`src/rtl/irq_pkg.sv`:
```
package irq_pkg;
  localparam int NSRC     = 4;
  localparam int REG_W    = 8;
  localparam int GEN_BIT  = 7;
  localparam int SRC_EXT  = 0;
  localparam int SRC_TMR  = 1;
  localparam int SRC_PORT = 2;
  localparam int SRC_EE   = 3;
  typedef logic [NSRC-1:0] src_vec_t;
endpackage

```
`src/rtl/sync_chain.sv`:
```
module sync_chain #(
  parameter int W      = 1,
  parameter int STAGES = 2
) (
  input  logic         clk,
  input  logic         rst_n,
  input  logic [W-1:0] d,
  output logic [W-1:0] q
);
  logic [W-1:0] st [STAGES];

  always_ff @(posedge clk) begin
    if (!rst_n) begin
      for (int i = 0; i < STAGES; i++) st[i] <= '0;
    end else begin
      st[0] <= d;
      for (int i = 1; i < STAGES; i++) st[i] <= st[i-1];
    end
  end

  assign q = st[STAGES-1];
endmodule

```
`src/rtl/ext_edge.sv`:
```
module ext_edge #(
  parameter int STAGES = 2
) (
  input  logic clk,
  input  logic rst_n,
  input  logic pin,
  input  logic rise_sel,
  output logic hit
);
  logic s_q, prev_q;

  sync_chain #(.W(1), .STAGES(STAGES)) u_sync (
    .clk(clk), .rst_n(rst_n), .d(pin), .q(s_q)
  );

  always_ff @(posedge clk) begin
    if (!rst_n) prev_q <= 1'b0;
    else        prev_q <= s_q;
  end

  assign hit = rise_sel ? (s_q & ~prev_q) : (~s_q & prev_q);
endmodule

```
`src/rtl/port_watch.sv`:
```
module port_watch #(
  parameter int W      = 4,
  parameter int STAGES = 2
) (
  input  logic         clk,
  input  logic         rst_n,
  input  logic [W-1:0] pins,
  input  logic         rd,
  output logic         hit
);
  logic [W-1:0] s_q, copy_q;

  sync_chain #(.W(W), .STAGES(STAGES)) u_sync (
    .clk(clk), .rst_n(rst_n), .d(pins), .q(s_q)
  );

  always_ff @(posedge clk) begin
    if (!rst_n)  copy_q <= '0;
    else if (rd) copy_q <= s_q;
  end

  assign hit = |(s_q ^ copy_q);
endmodule

```
`src/rtl/irq_regs.sv`:
```
module irq_regs
  import irq_pkg::*;
(
  input  logic             clk,
  input  logic             rst_n,
  input  src_vec_t         ev,
  input  logic             we,
  input  logic             sel,
  input  logic [REG_W-1:0] wdata,
  input  logic             ack,
  input  logic             ret,
  output logic             gen,
  output src_vec_t         en,
  output src_vec_t         flags
);
  logic wr_ctl, wr_flg;
  logic unused_wbits;

  assign wr_ctl = we & ~sel;
  assign wr_flg = we & sel;
  assign unused_wbits = ^wdata[GEN_BIT-1:NSRC];

  // priority: acknowledge, then return, then software write
  always_ff @(posedge clk) begin
    if (!rst_n)      gen <= 1'b0;
    else if (ack)    gen <= 1'b0;
    else if (ret)    gen <= 1'b1;
    else if (wr_ctl) gen <= wdata[GEN_BIT];
  end

  always_ff @(posedge clk) begin
    if (!rst_n)      en <= '0;
    else if (wr_ctl) en <= wdata[NSRC-1:0];
  end

  // events set flags unconditionally and win against a clearing write
  always_ff @(posedge clk) begin
    if (!rst_n) flags <= '0;
    else        flags <= (wr_flg ? wdata[NSRC-1:0] : flags) | ev;
  end

  p_ack_clears_gen_r5: assert property (@(posedge clk) disable iff (!rst_n)
    ack |=> !gen);

  p_ret_sets_gen_r11: assert property (@(posedge clk) disable iff (!rst_n)
    (ret && !ack) |=> gen);

  p_event_sets_flag_r2: assert property (@(posedge clk) disable iff (!rst_n)
    (ev != '0) |=> ((flags & $past(ev)) == $past(ev)));

  p_flag_sticky_r7: assert property (@(posedge clk) disable iff (!rst_n)
    !wr_flg |=> ((flags & $past(flags)) == $past(flags)));
endmodule

```
`src/rtl/irq_hub.sv`:
```
module irq_hub #(
  parameter int          SYNC_STAGES = 2,
  parameter int          PORT_W      = 4,
  parameter int          PC_W        = 13,
  parameter logic [12:0] VEC_ADDR    = 13'h0004
) (
  input  logic        clk,
  input  logic        rst_n,
  input  logic        ext_pin,
  input  logic        ext_rise,
  input  logic        tmr_ovf,
  input  logic        ee_done,
  input  logic [3:0]  port_pins,
  input  logic        port_rd,
  input  logic        reg_we,
  input  logic        reg_sel,
  input  logic [7:0]  reg_wdata,
  output logic [7:0]  reg_rdata,
  input  logic        int_ack,
  input  logic        ret_intr,
  output logic        irq,
  output logic        wake,
  output logic        vec_load,
  output logic [12:0] vec_addr
);
  import irq_pkg::*;

  localparam int PAD_CTL = GEN_BIT - NSRC;
  localparam int PAD_FLG = REG_W - NSRC;

  logic     ext_hit, port_hit, gen;
  src_vec_t ev, en, flags, pending;
  logic [PORT_W-1:0] pins_w;

  assign pins_w = port_pins[PORT_W-1:0];

  ext_edge #(.STAGES(SYNC_STAGES)) u_ext (
    .clk(clk), .rst_n(rst_n), .pin(ext_pin), .rise_sel(ext_rise), .hit(ext_hit)
  );

  port_watch #(.W(PORT_W), .STAGES(SYNC_STAGES)) u_port (
    .clk(clk), .rst_n(rst_n), .pins(pins_w), .rd(port_rd), .hit(port_hit)
  );

  always_comb begin
    ev           = '0;
    ev[SRC_EXT]  = ext_hit;
    ev[SRC_TMR]  = tmr_ovf;
    ev[SRC_PORT] = port_hit;
    ev[SRC_EE]   = ee_done;
  end

  irq_regs u_regs (
    .clk(clk), .rst_n(rst_n), .ev(ev), .we(reg_we), .sel(reg_sel),
    .wdata(reg_wdata), .ack(int_ack), .ret(ret_intr),
    .gen(gen), .en(en), .flags(flags)
  );

  assign pending = flags & en;
  assign wake    = |pending;
  assign irq     = gen & wake;

  assign reg_rdata = reg_sel ? {{PAD_FLG{1'b0}}, flags}
                             : {gen, {PAD_CTL{1'b0}}, en};

  always_ff @(posedge clk) begin
    if (!rst_n) vec_load <= 1'b0;
    else        vec_load <= int_ack;
  end

  assign vec_addr = VEC_ADDR[PC_W-1:0];

  p_vec_on_ack_r5: assert property (@(posedge clk) disable iff (!rst_n)
    int_ack |=> (vec_load && vec_addr == 13'h0004));
endmodule

```
`config.mk`:
```
export PLATFORM = sky130hd
export DESIGN_NAME = irq_hub
export DESIGN_NICKNAME = d
export VERILOG_FILES = /design/src/rtl/irq_pkg.sv /design/src/rtl/sync_chain.sv /design/src/rtl/ext_edge.sv /design/src/rtl/port_watch.sv /design/src/rtl/irq_regs.sv /design/src/rtl/irq_hub.sv
export SDC_FILE = /design/constraint.sdc
export NUM_CORES = 1
export LEC_CHECK = 0
export BUFFER_PORTS_ARGS = -buffer_cell sky130_fd_sc_hd__buf_4
export CORE_MARGIN = 5
export CORE_UTILIZATION = 25
export CTS_BUF_LIST = sky130_fd_sc_hd__clkbuf_4 sky130_fd_sc_hd__clkbuf_8
export CTS_CLUSTER_SIZE = 28
export DETAILED_ROUTE_END_ITERATION = 10
export PLACE_DENSITY = 0.46
export SYNTH_ARGS = -nofsm -noshare
export SYNTH_HDL_FRONTEND = slang
export SYNTH_SLANG_ARGS = --single-unit
```
`constraint.sdc`:
```
create_clock -name clk -period 1 [get_ports clk]
set_input_delay 0.05 -clock clk [delete_from_list [all_inputs] [get_ports clk]]
set_output_delay 0.05 -clock clk [all_outputs]
set_load 0.02 [all_outputs]
```
==> impl_metrics.env, run 1 <==
export IMPL_finalNetCount=165
export IMPL_grt_pass1_wl_mm=3.360
export IMPL_clkSinkCount=25
export IMPL_max_freq_mhz=835.1
export IMPL_ir_worst_vdd_v=0.0005954
export IMPL_vias_per_cell=3.860
export IMPL_min_period_ps=1197
export IMPL_multi_input_area_um2=516.7
export IMPL_finalSetupViolCount=6
export IMPL_die_h_um=76.29
export IMPL_synth_seq_cells=25
export IMPL_violations="negative setup slack"
export IMPL_ios=47
export IMPL_yosysUniqueCellTypes=22
export IMPL_syn_avg_cell_area_um2=10.08
export IMPL_diodes=0
export IMPL_synthesis_area_um2=1099
export IMPL_vias=745
export IMPL_cts_root_to_sink_buffers=2
export IMPL_arrival_ps=1150
export IMPL_finalMaxSlewViolations=0
export IMPL_hold_class="input port to flop"
export IMPL_coreArea_um2=4294
export IMPL_rows=24
export IMPL_start_kind="flop"
export IMPL_syn_to_final_growth_pct=32.57
export IMPL_hold_depth=3
export IMPL_antenna_found_initial=0
export IMPL_layout_commonest_cell="buf_4"
export IMPL_critPathKind="flop to primary output"
export IMPL_syn_instance_count=109
export IMPL_die_area_um2=5820
export IMPL_setup_ws_ps=-197.5
export IMPL_fin_util_pct=33.92
export IMPL_final_area_um2=1456
export IMPL_gp_congestion=0.7628
export IMPL_whs_ps=11.55
export IMPL_ff_latch_area_um2=514.2
export IMPL_hpwlAfterDp_mm=1.573
export IMPL_grt_util_all_layers_pct=6.678
export IMPL_clk_latency_ps=260
export IMPL_final_cell_mix="buf_4 (22), conb_1 (16), dfxtp_1 (14)"
export IMPL_synth_warnings=0
export IMPL_cp_required_ps=950
export IMPL_drt_pass1_iterations=2
export IMPL_cts_tree="done"
export IMPL_skew_ps=1.547
export IMPL_path_clk_slew_ps=80
export IMPL_avgRoutedWirePerCell_um=9.943
export IMPL_cts_made_buffers=3
export IMPL_final_layout_size_suffix_gt1_share_pct=39.72
export IMPL_drc_errors=0
export IMPL_preCtsSetupSlack_ps=19.63
export IMPL_maxCapViolations=0
export IMPL_grt_ovfl_total=0
export IMPL_reg2reg_depth=3
export IMPL_nFillCells=445
export IMPL_rsz0062_at_grt="true"
export IMPL_start_util_pct=25.58
export IMPL_drt_initial_drc_count=11
export IMPL_totalPowerFinal_mw=2.011
export IMPL_ys_seq_area_share_pct=45.56
export IMPL_p_per_area_nw_per_um2=1381
export IMPL_path_max_fanout=2
export IMPL_grt_max_degree=16
export IMPL_fin_crit_sh_pct=119.7
export IMPL_cp_end_kind="primary output"
export IMPL_cts_root_buffer="clkbuf_8"
export IMPL_port_buffers=27
export IMPL_status="finished, violations left"
export IMPL_hold_viol_final=0
export IMPL_htreeDepth=1
export IMPL_placed_cell_area_um2=1265
export IMPL_ant_nets=0
export IMPL_routed_wirelength_mm=1.919
export IMPL_p_leak_nw=0.6928
export IMPL_die_x_um=76.29
export IMPL_grt_pass1_vias=761
-- cell usage after synthesis --
cell | instances | area [µm²]
a211oi_1 | 2 | 15.01
a211oi_2 | 1 | 12.51
a21oi_1 | 1 | 5.000
a22oi_1 | 2 | 15.01
a31oi_1 | 1 | 6.260
and2_1 | 13 | 81.33
and2b_2 | 1 | 8.760
and3_2 | 2 | 15.01
buf_4 | 16 | 120.1
buf_6 | 2 | 22.52
clkbuf_1 | 3 | 11.26
conb_1 | 2 | 7.510
dfxtp_1 | 25 | 500.5
inv_1 | 2 | 7.510
mux2_2 | 4 | 45.04
mux2i_1 | 11 | 110.1
nand2_1 | 3 | 11.26
nand3b_1 | 1 | 7.510
nor2_1 | 11 | 41.29
nor2b_4 | 1 | 13.76
nor4_1 | 1 | 6.260
xor2_1 | 4 | 35.03
-- path summary, 6_finish.rpt --
check | start | to | slack (ps)
worst min-delay path | ee_done | u_regs.flags[3]$_SDFF_PN0_ | 10
worst min register to register | u_port.u_sync.st[0][2]$_SDFF_PN0_ | u_port.u_sync.st[0][6]$_SDFF_PN0_ | 440
worst max register to register | u_port.copy_q[0]$_SDFFE_PN0P_ | u_regs.flags[2]$_SDFF_PN0_ | 20
worst max-delay path | u_regs.flags[3]$_SDFF_PN0_ | irq | -200
-- registers in the layout, indices dropped and copies added (netlist names) --
name / flops
u_port.u_sync.st: 8
u_port.copy_q: 4
u_regs.en: 4
u_regs.flags: 4
u_ext.u_sync.st: 2
u_ext.prev_q: 1
u_regs.gen: 1
vec_load: 1
-- area by class of cell --
cell class                 count  area share, %
sequential                    25          35.31
tap                           52          4.467
timing repair buffer          35          20.88
inverter                       2         0.5155
clock inverter                 1         0.5155
clock buffer                   3          2.835
multi-input combinational     75          35.48
-- kinds of logic after synthesis --
| family | after synthesis | synth area share [%] |
|---|---|---|
| xor+xnor | 4 | 3.189 |
| compound gates | 7 | 4.896 |
| simple gates | 33 | 16.86 |
| buf+inv | 23 | 14.69 |
| mux | 15 | 14.12 |
| flops | 25 | 45.56 |
| other cells | 2 | 0.6836 |
-- timing repair --
action / CTS / global route
gates resized for setup: 18 / 7
pin swaps: 3 / 2
setup buffers: 2 / 0
hold endpoints to repair: 6 / 0
endpoints found under the setup margin: 6 / 8
hold buffers: 6 / 0
-- routing by layer --
metal  vias up  share of wire [%]  GRT usage, %
li1        384                  -             -
met1       331                 42         6.825
met2        28                 49         12.41
met3         2                9.1         3.191
met4         0               0.47         1.049
met5         -                  0             0
-- metrics by stage --
step	TNS, ps	instances
finish	-657.7	193
detailed placement	0	181
global placement	0	181
floorplan	0	123
CTS	-740.8	193
global route	-903.7	193
-- power breakdown --
part           internal (mW)  total, mW  switching (mW)
Clock                  0.281      0.568           0.287
Combinational          0.185      0.363           0.178
Sequential              1.05       1.08          0.0297
-- critical path, stage by stage, from the launching register on --
cell and delay, ps:
dfxtp_2 330, a22oi_2 190, nand2_1 100, and2_4 150
buf_6 120
(Power assumes the default switching activity.)
==> run 2, diff against run 1 <==
Settings changed: ABC_AREA from default to 1.
==> run 2 against run 1 <==
- the run still ends with negative setup slack left
- clock-buffer cell count unchanged
- first-iteration DRC count increased to 3.2 times the previous value
- flip-flop and latch count unchanged
- clock skew about the same
- total power increased by 4.6%
- wire length increased by 19%
- cell count increased by 31%
- critical path type unchanged
- critical endpoint unchanged
- largest cell class is now registers
==> impl_metrics.env, run 2 <==
export IMPL_crit_start="u_regs.flags[2]$_SDFF_PN0_"
export IMPL_cts_tree="done"
export IMPL_rows=24
export IMPL_fin_util_pct=34.45
export IMPL_critPathSlowestCell="dfxtp_2"
export IMPL_r2r_start="u_regs.flags[0]$_SDFF_PN0_"
export IMPL_synth_edff_count=0
export IMPL_arrival_ps=1130
export IMPL_cp_end_kind="primary output"
export IMPL_skew_ps=1.073
export IMPL_clk_latency_ps=270
export IMPL_yosysUniqueCellTypes=13
export IMPL_vias=966
export IMPL_yosys_top_cells_count="nand2_1 (44), inv_1 (33), dfxtp_1 (25)"
export IMPL_cp_cell_sequence="a22o_1 > nor2_2 > nor2_1 > buf_4"
export IMPL_crit_family="flip-flops"
export IMPL_start_util_pct=25.94
export IMPL_top_register="u_port.u_sync.st"
export IMPL_htreeDepth=1
export IMPL_final_layout_size_suffix_gt1_share_pct=25.37
export IMPL_critPathKind="flop to primary output"
export IMPL_critical_path_buf_inv_count=1
export IMPL_start_kind="flop"
export IMPL_regToRegSetupSlack_ps=100
export IMPL_ys_seq_area_share_pct=44.00
export IMPL_ios=47
export IMPL_drt_initial_drc_count=35
export IMPL_cpPeakStageDelay_ps=330
export IMPL_grt_pass1_vias=917
export IMPL_drt_pass1_iterations=4
export IMPL_ant_nets=0
export IMPL_p_leak_nw=0.8157
export IMPL_endpoint="irq"
export IMPL_cts_made_buffers=3
export IMPL_coreArea_um2=4384
export IMPL_cp_required_ps=950
export IMPL_reg2reg_to="u_regs.flags[0]$_SDFF_PN0_"
export IMPL_syn_avg_cell_area_um2=6.935
export IMPL_hpwlAfterDp_mm=1.643
export IMPL_final_cell_mix="nand2_1 (42), inv_1 (31), buf_4 (26)"
export IMPL_status="finished, violations left"
export IMPL_fin_crit_sh_pct=118.4
export IMPL_reg2reg_depth=6
export IMPL_hold_class="input port to flop"
export IMPL_path_depth=4
export IMPL_rsz0062_at_grt="true"
export IMPL_finalMaxSlewViolations=0
export IMPL_synth_most_common_cell="nand2_1"
export IMPL_drc_errors=0
export IMPL_cts_root_to_sink_buffers=2
export IMPL_setup_ws_ps=-184.4
export IMPL_max_freq_mhz=844.3
export IMPL_finalNetCount=225
export IMPL_ir_worst_vdd_v=0.0006892
export IMPL_avgRoutedWirePerCell_um=9.008
export IMPL_grt_pass1_wl_mm=3.884
export IMPL_grt_max_degree=26
export IMPL_synth_warnings=0
export IMPL_clkSinkCount=25
export IMPL_cts_root_buffer="clkbuf_8"
export IMPL_routed_wirelength_mm=2.279
export IMPL_instances_no_fill=253
export IMPL_path_clk_slew_ps=90
export IMPL_ys_flop_type="dfxtp_1"
export IMPL_synth_top_area_share_pct=44.00
export IMPL_hold_viol_final=0
export IMPL_path_max_fanout=2
export IMPL_finalSetupViolCount=4
export IMPL_async_flop_share_pct=0
export IMPL_antenna_found_initial=0
export IMPL_layout_commonest_cell="nand2_1"
export IMPL_diodes=0
export IMPL_gp_congestion=0.7165
export IMPL_place_inst=238
export IMPL_syn_instance_count=164
export IMPL_min_period_ps=1184
export IMPL_synthTopCellsByArea="dfxtp_1 (44%), nand2_1 (15%), buf_4 (11%)"
export IMPL_synth_top_area_cell="dfxtp_1"
export IMPL_grt_util_all_layers_pct=7.744
export IMPL_p_per_area_nw_per_um2=1392
export IMPL_largest_register_ffs=8
export IMPL_maxCapViolations=0
export IMPL_synth_seq_cells=25
export IMPL_die_x_um=77.45
export IMPL_vias_per_cell=3.818
export IMPL_port_buffers=27
export IMPL_synthesis_area_um2=1137
export IMPL_syn_to_final_growth_pct=32.78
export IMPL_die_h_um=77.45
export IMPL_grt_ovfl_total=0
export IMPL_violations="negative setup slack"
export IMPL_die_area_um2=5999
run 2: cell type report:
type	instances	area, µm²
Sequential cell	25	508.0
Tap cell	52	65.06
Inverter	34	127.6
Clock inverter	1	7.507
Fill cell	494	2874
Clock buffer	3	41.29
Multi-Input combinational cell	100	439.2
Timing Repair Buffer	38	321.6
run 2: per-stage QoR:
| stage | total power [mW] | area [µm²] | TNS (ps) | hold WS (ps) | setup slack (ps) |
|---|---|---|---|---|---|
| 5_1_grt | 2.228 | 1510 | -658.1 | 48.69 | -252.0 |
| 3_3_place_gp | 1.453 | 1320 | 0 | 220.8 | 71.90 |
| 4_1_cts | 2.125 | 1486 | -543.6 | 34.00 | -196.8 |
| 3_5_place_dp | 1.456 | 1320 | 0 | 223.2 | 73.18 |
| 6_report | 2.103 | 1510 | -376.2 | 43.52 | -184.4 |
| 2_1_floorplan | 1.369 | 1190 | 0 | 121.5 | 123.2 |
run 2: kinds of logic (layout without fill, tap and decap cells):
kind of cell / Yosys count / after routing / synth area share, %
simple gates: 58 / 58 / 19.91
other cells: 2 / 16 / 0.6603
compound gates: 26 / 26 / 12.10
buf+inv: 53 / 76 / 23.32
flops: 25 / 25 / 44.00
run 2: what timing repair did:
item | in CTS | in global routing
hold buffers | 7 | 0
resized for setup | 14 | 9
pin swaps | 1 | 2
setup endpoints to repair | 6 | 7
hold endpoints to repair | 8 | 0
buffers inserted | 3 | 2
run 2: worst min path at each step:
stage                     startpoint                         end  slack, ps  cells past startpoint
after CTS                    ee_done  u_regs.flags[3]$_SDFF_PN0_         30                      5
after global routing         ee_done  u_regs.flags[3]$_SDFF_PN0_         50                      5
final                        tmr_ovf  u_regs.flags[1]$_SDFF_PN0_         40                      5
after detailed placement     int_ack     u_regs.gen$_SDFFE_PP0P_        220                      2
after global placement       int_ack     u_regs.gen$_SDFFE_PP0P_        220                      2
after floorplan              int_ack     u_regs.gen$_SDFFE_PP0P_        120                      1
run 2: worst reg2reg max path, stage by stage (launching register included):
cell and delay [ps]:
dfxtp_2 330, buf_6 110, buf_4 120, nand2_1 60, nand2_1 50, nor2_1 90
nor2_1 40
run 2: where the power goes:
group | internal (mW) | total, mW | leakage [nW] | switching, mW
clock network | 0.282 | 0.602 | 0.0217 | 0.320
logic | 0.183 | 0.413 | 0.585 | 0.230
registers | 1.06 | 1.09 | 0.209 | 0.0302
total | 1.52 | 2.10 | 0.816 | 0.581
run 2: per-layer routing:
| metal | up-vias | wire length [µm] | track usage, % |
|---|---|---|---|
| met1 | 406 | 1045 | 8.610 |
| met4 | 0 | 17 | 2.062 |
| met5 | - | 0 | 0 |
| li1 | 526 | - | - |
| met3 | 2 | 223 | 3.588 |
| met2 | 32 | 993 | 13.30 |
==> run 3, diff against run 2 <==
Settings changed: ABC_AREA 1 to default, CELL_PAD_IN_SITES_DETAIL_PLACEMENT from default to 0, CELL_PAD_IN_SITES_GLOBAL_PLACEMENT from default to 1, CORE_ASPECT_RATIO from default to 1.25, PLACE_DENSITY 0.46 to 0.59.
==> run 3 against run 2 <==
- the run still ends with negative setup slack left
- critical path depth unchanged
- wire length down 9.1%
- register-to-register slack got worse by 60 ps
- non-clock buffer count fell by 1
- sequential share of layout area up 0.76 points
- clock power down 2%
- flip-flop and latch count unchanged
- sequential power hardly changed
- clock skew rose by 4.5 ps
- critical path type unchanged
- critical endpoint unchanged
==> impl_metrics.env, run 3 (synthesis results as in run 1) <==
export IMPL_status="finished, violations left"
export IMPL_violations="negative setup slack"
export IMPL_final_cell_mix="buf_4 (22), conb_1 (16), dfxtp_1 (15)"
export IMPL_reg2reg_depth=3
export IMPL_ant_nets=0
export IMPL_cts_made_buffers=3
export IMPL_grt_max_degree=16
export IMPL_largest_register_ffs=8
export IMPL_hold_start="reg_wdata[2]"
export IMPL_cts_root_to_sink_buffers=2
export IMPL_ir_worst_vdd_v=0.0005670
export IMPL_hold_viol_final=0
export IMPL_die_x_um=69.29
export IMPL_setup_tns_ps=-690.8
export IMPL_grt_util_all_layers_pct=7.854
export IMPL_skew_ps=5.607
export IMPL_critPathKind="flop to primary output"
export IMPL_hpwlAfterDp_mm=1.621
export IMPL_reg2reg_to="u_regs.flags[2]$_SDFF_PN0_"
export IMPL_grt_busiest_layer="met2"
export IMPL_endpoint="irq"
export IMPL_layout_commonest_cell="buf_4"
export IMPL_min_period_ps=1186
export IMPL_vias_per_cell=3.766
export IMPL_vias=757
export IMPL_nFillCells=473
export IMPL_arrival_ps=1140
export IMPL_final_layout_size_suffix_gt1_share_pct=39.86
export IMPL_final_area_um2=1491
export IMPL_rows=27
export IMPL_placed_cell_area_um2=1280
export IMPL_p_per_area_nw_per_um2=1369
export IMPL_grt_util_met2_pct=13.45
export IMPL_start_util_pct=25.41
export IMPL_drc_errors=0
export IMPL_finalNetCount=167
export IMPL_syn_to_final_growth_pct=35.76
export IMPL_avgRoutedWirePerCell_um=10.30
export IMPL_diodes=0
export IMPL_start_kind="flop"
export IMPL_fin_crit_sh_pct=118.6
export IMPL_die_h_um=84.12
export IMPL_drt_pass1_iterations=2
export IMPL_finalMaxSlewViolations=0
export IMPL_die_area_um2=5828
export IMPL_met3_usage_pct=2.048
export IMPL_crit_start="u_regs.en[3]$_SDFFE_PN0P_"
export IMPL_clkSinkCount=25
export IMPL_coreArea_um2=4324
export IMPL_cp_end_kind="primary output"
export IMPL_use_met1_pct=8.806
export IMPL_port_buffers=27
export IMPL_routed_wirelength_mm=2.071
export IMPL_p_leak_nw=0.7019
export IMPL_antenna_found_initial=0
export IMPL_whs_ps=27.86
export IMPL_max_freq_mhz=842.9
export IMPL_path_clk_slew_ps=90
export IMPL_setup_ws_ps=-186.4
export IMPL_clk_latency_ps=270
export IMPL_hold_class="input port to flop"
export IMPL_maxCapViolations=0
export IMPL_regToRegSetupSlack_ps=40
export IMPL_cts_root_buffer="clkbuf_8"
export IMPL_preCtsSetupSlack_ps=-1.006
export IMPL_grt_pass1_vias=780
export IMPL_cts_tree="done"
export IMPL_drt_initial_drc_count=10
export IMPL_finalSetupViolCount=6
export IMPL_cp_required_ps=950
export IMPL_path_max_fanout=2
export IMPL_ios=47
export IMPL_grt_pass1_wl_mm=3.677
export IMPL_r2r_start="u_port.copy_q[0]$_SDFFE_PN0P_"
export IMPL_grt_ovfl_total=0
export IMPL_instances_no_fill=201
export IMPL_htreeDepth=1
export IMPL_ff_latch_area_um2=513.0
export IMPL_rsz0062_at_grt="true"
export IMPL_top_register="u_port.u_sync.st"
export IMPL_gp_congestion=0.6810
export IMPL_place_inst=188
export IMPL_multi_input_area_um2=525.5
-- run 3: cell count changes in the layout (fill, tap and decap cells not counted), moves of 4 or more --
cell / change
a21oi_1: -10
and2_1: +12
buf_4: -4
dfxtp_1: -4
dfxtp_2: +4
inv_1: -29
mux2_4: +4
mux2i_1: +11
nand2_1: -40
o21ai_0: -9
xor2_1: +4
-- run 3: area by class of cell --
| type | count | share of cell area (%) |
|---|---|---|
| Clock inverter | 1 | 0.5034 |
| Inverter | 2 | 0.5034 |
| Timing Repair Buffer | 37 | 21.73 |
| Multi-Input combinational cell | 75 | 35.23 |
| Clock buffer | 3 | 2.768 |
| Tap cell | 58 | 4.866 |
| Sequential cell | 25 | 34.40 |
-- run 3: worst min path at each step --
stage | end | cells after the start | slack [ps]
after floorplan | u_regs.gen$_SDFFE_PP0P_ | 1 | 110
after global placement | u_regs.gen$_SDFFE_PP0P_ | 2 | 220
after detailed placement | u_regs.gen$_SDFFE_PP0P_ | 2 | 230
after CTS | u_regs.en[1]$_SDFFE_PN0P_ | 3 | 30
after global routing | u_regs.gen$_SDFFE_PP0P_ | 3 | 20
final | u_regs.en[2]$_SDFFE_PN0P_ | 3 | 30
-- run 3: critical path, cell delays in order (launching register included) --
cell,delay [ps]
dfxtp_2,330
a22oi_2,190
nand2_2,90
and2_4,140
buf_6,120
-- run 3: metrics by stage --
stage / total power [mW] / util (%)
after global placement: 1.404 / 29.60
after detailed placement: 1.412 / 29.60
after global routing: 2.160 / 34.49
after floorplan: 1.344 / -
final: 2.042 / 34.49
after CTS: 2.078 / 34.00
-- run 3: power breakdown --
group | switching [mW] | internal (mW)
clock network | 0.307 | 0.282
registers | 0.0308 | 1.05
logic | 0.181 | 0.192
-- run 3: metal layers --
layer / routed length (µm) / part of all wire, % / up-vias
li1: - / - / 389
met1: 805 / 39 / 341
met2: 1095 / 53 / 23
met3: 131 / 6.3 / 4
met4: 39 / 1.9 / 0
met5: 0 / 0 / -
-- run 3: repair_timing --
item	in CTS	in global routing
setup buffers	1	0
hold endpoints to repair	9	0
resized for setup	19	7
hold buffers	8	0
endpoints found under the setup margin	7	8
pin swaps	5	0
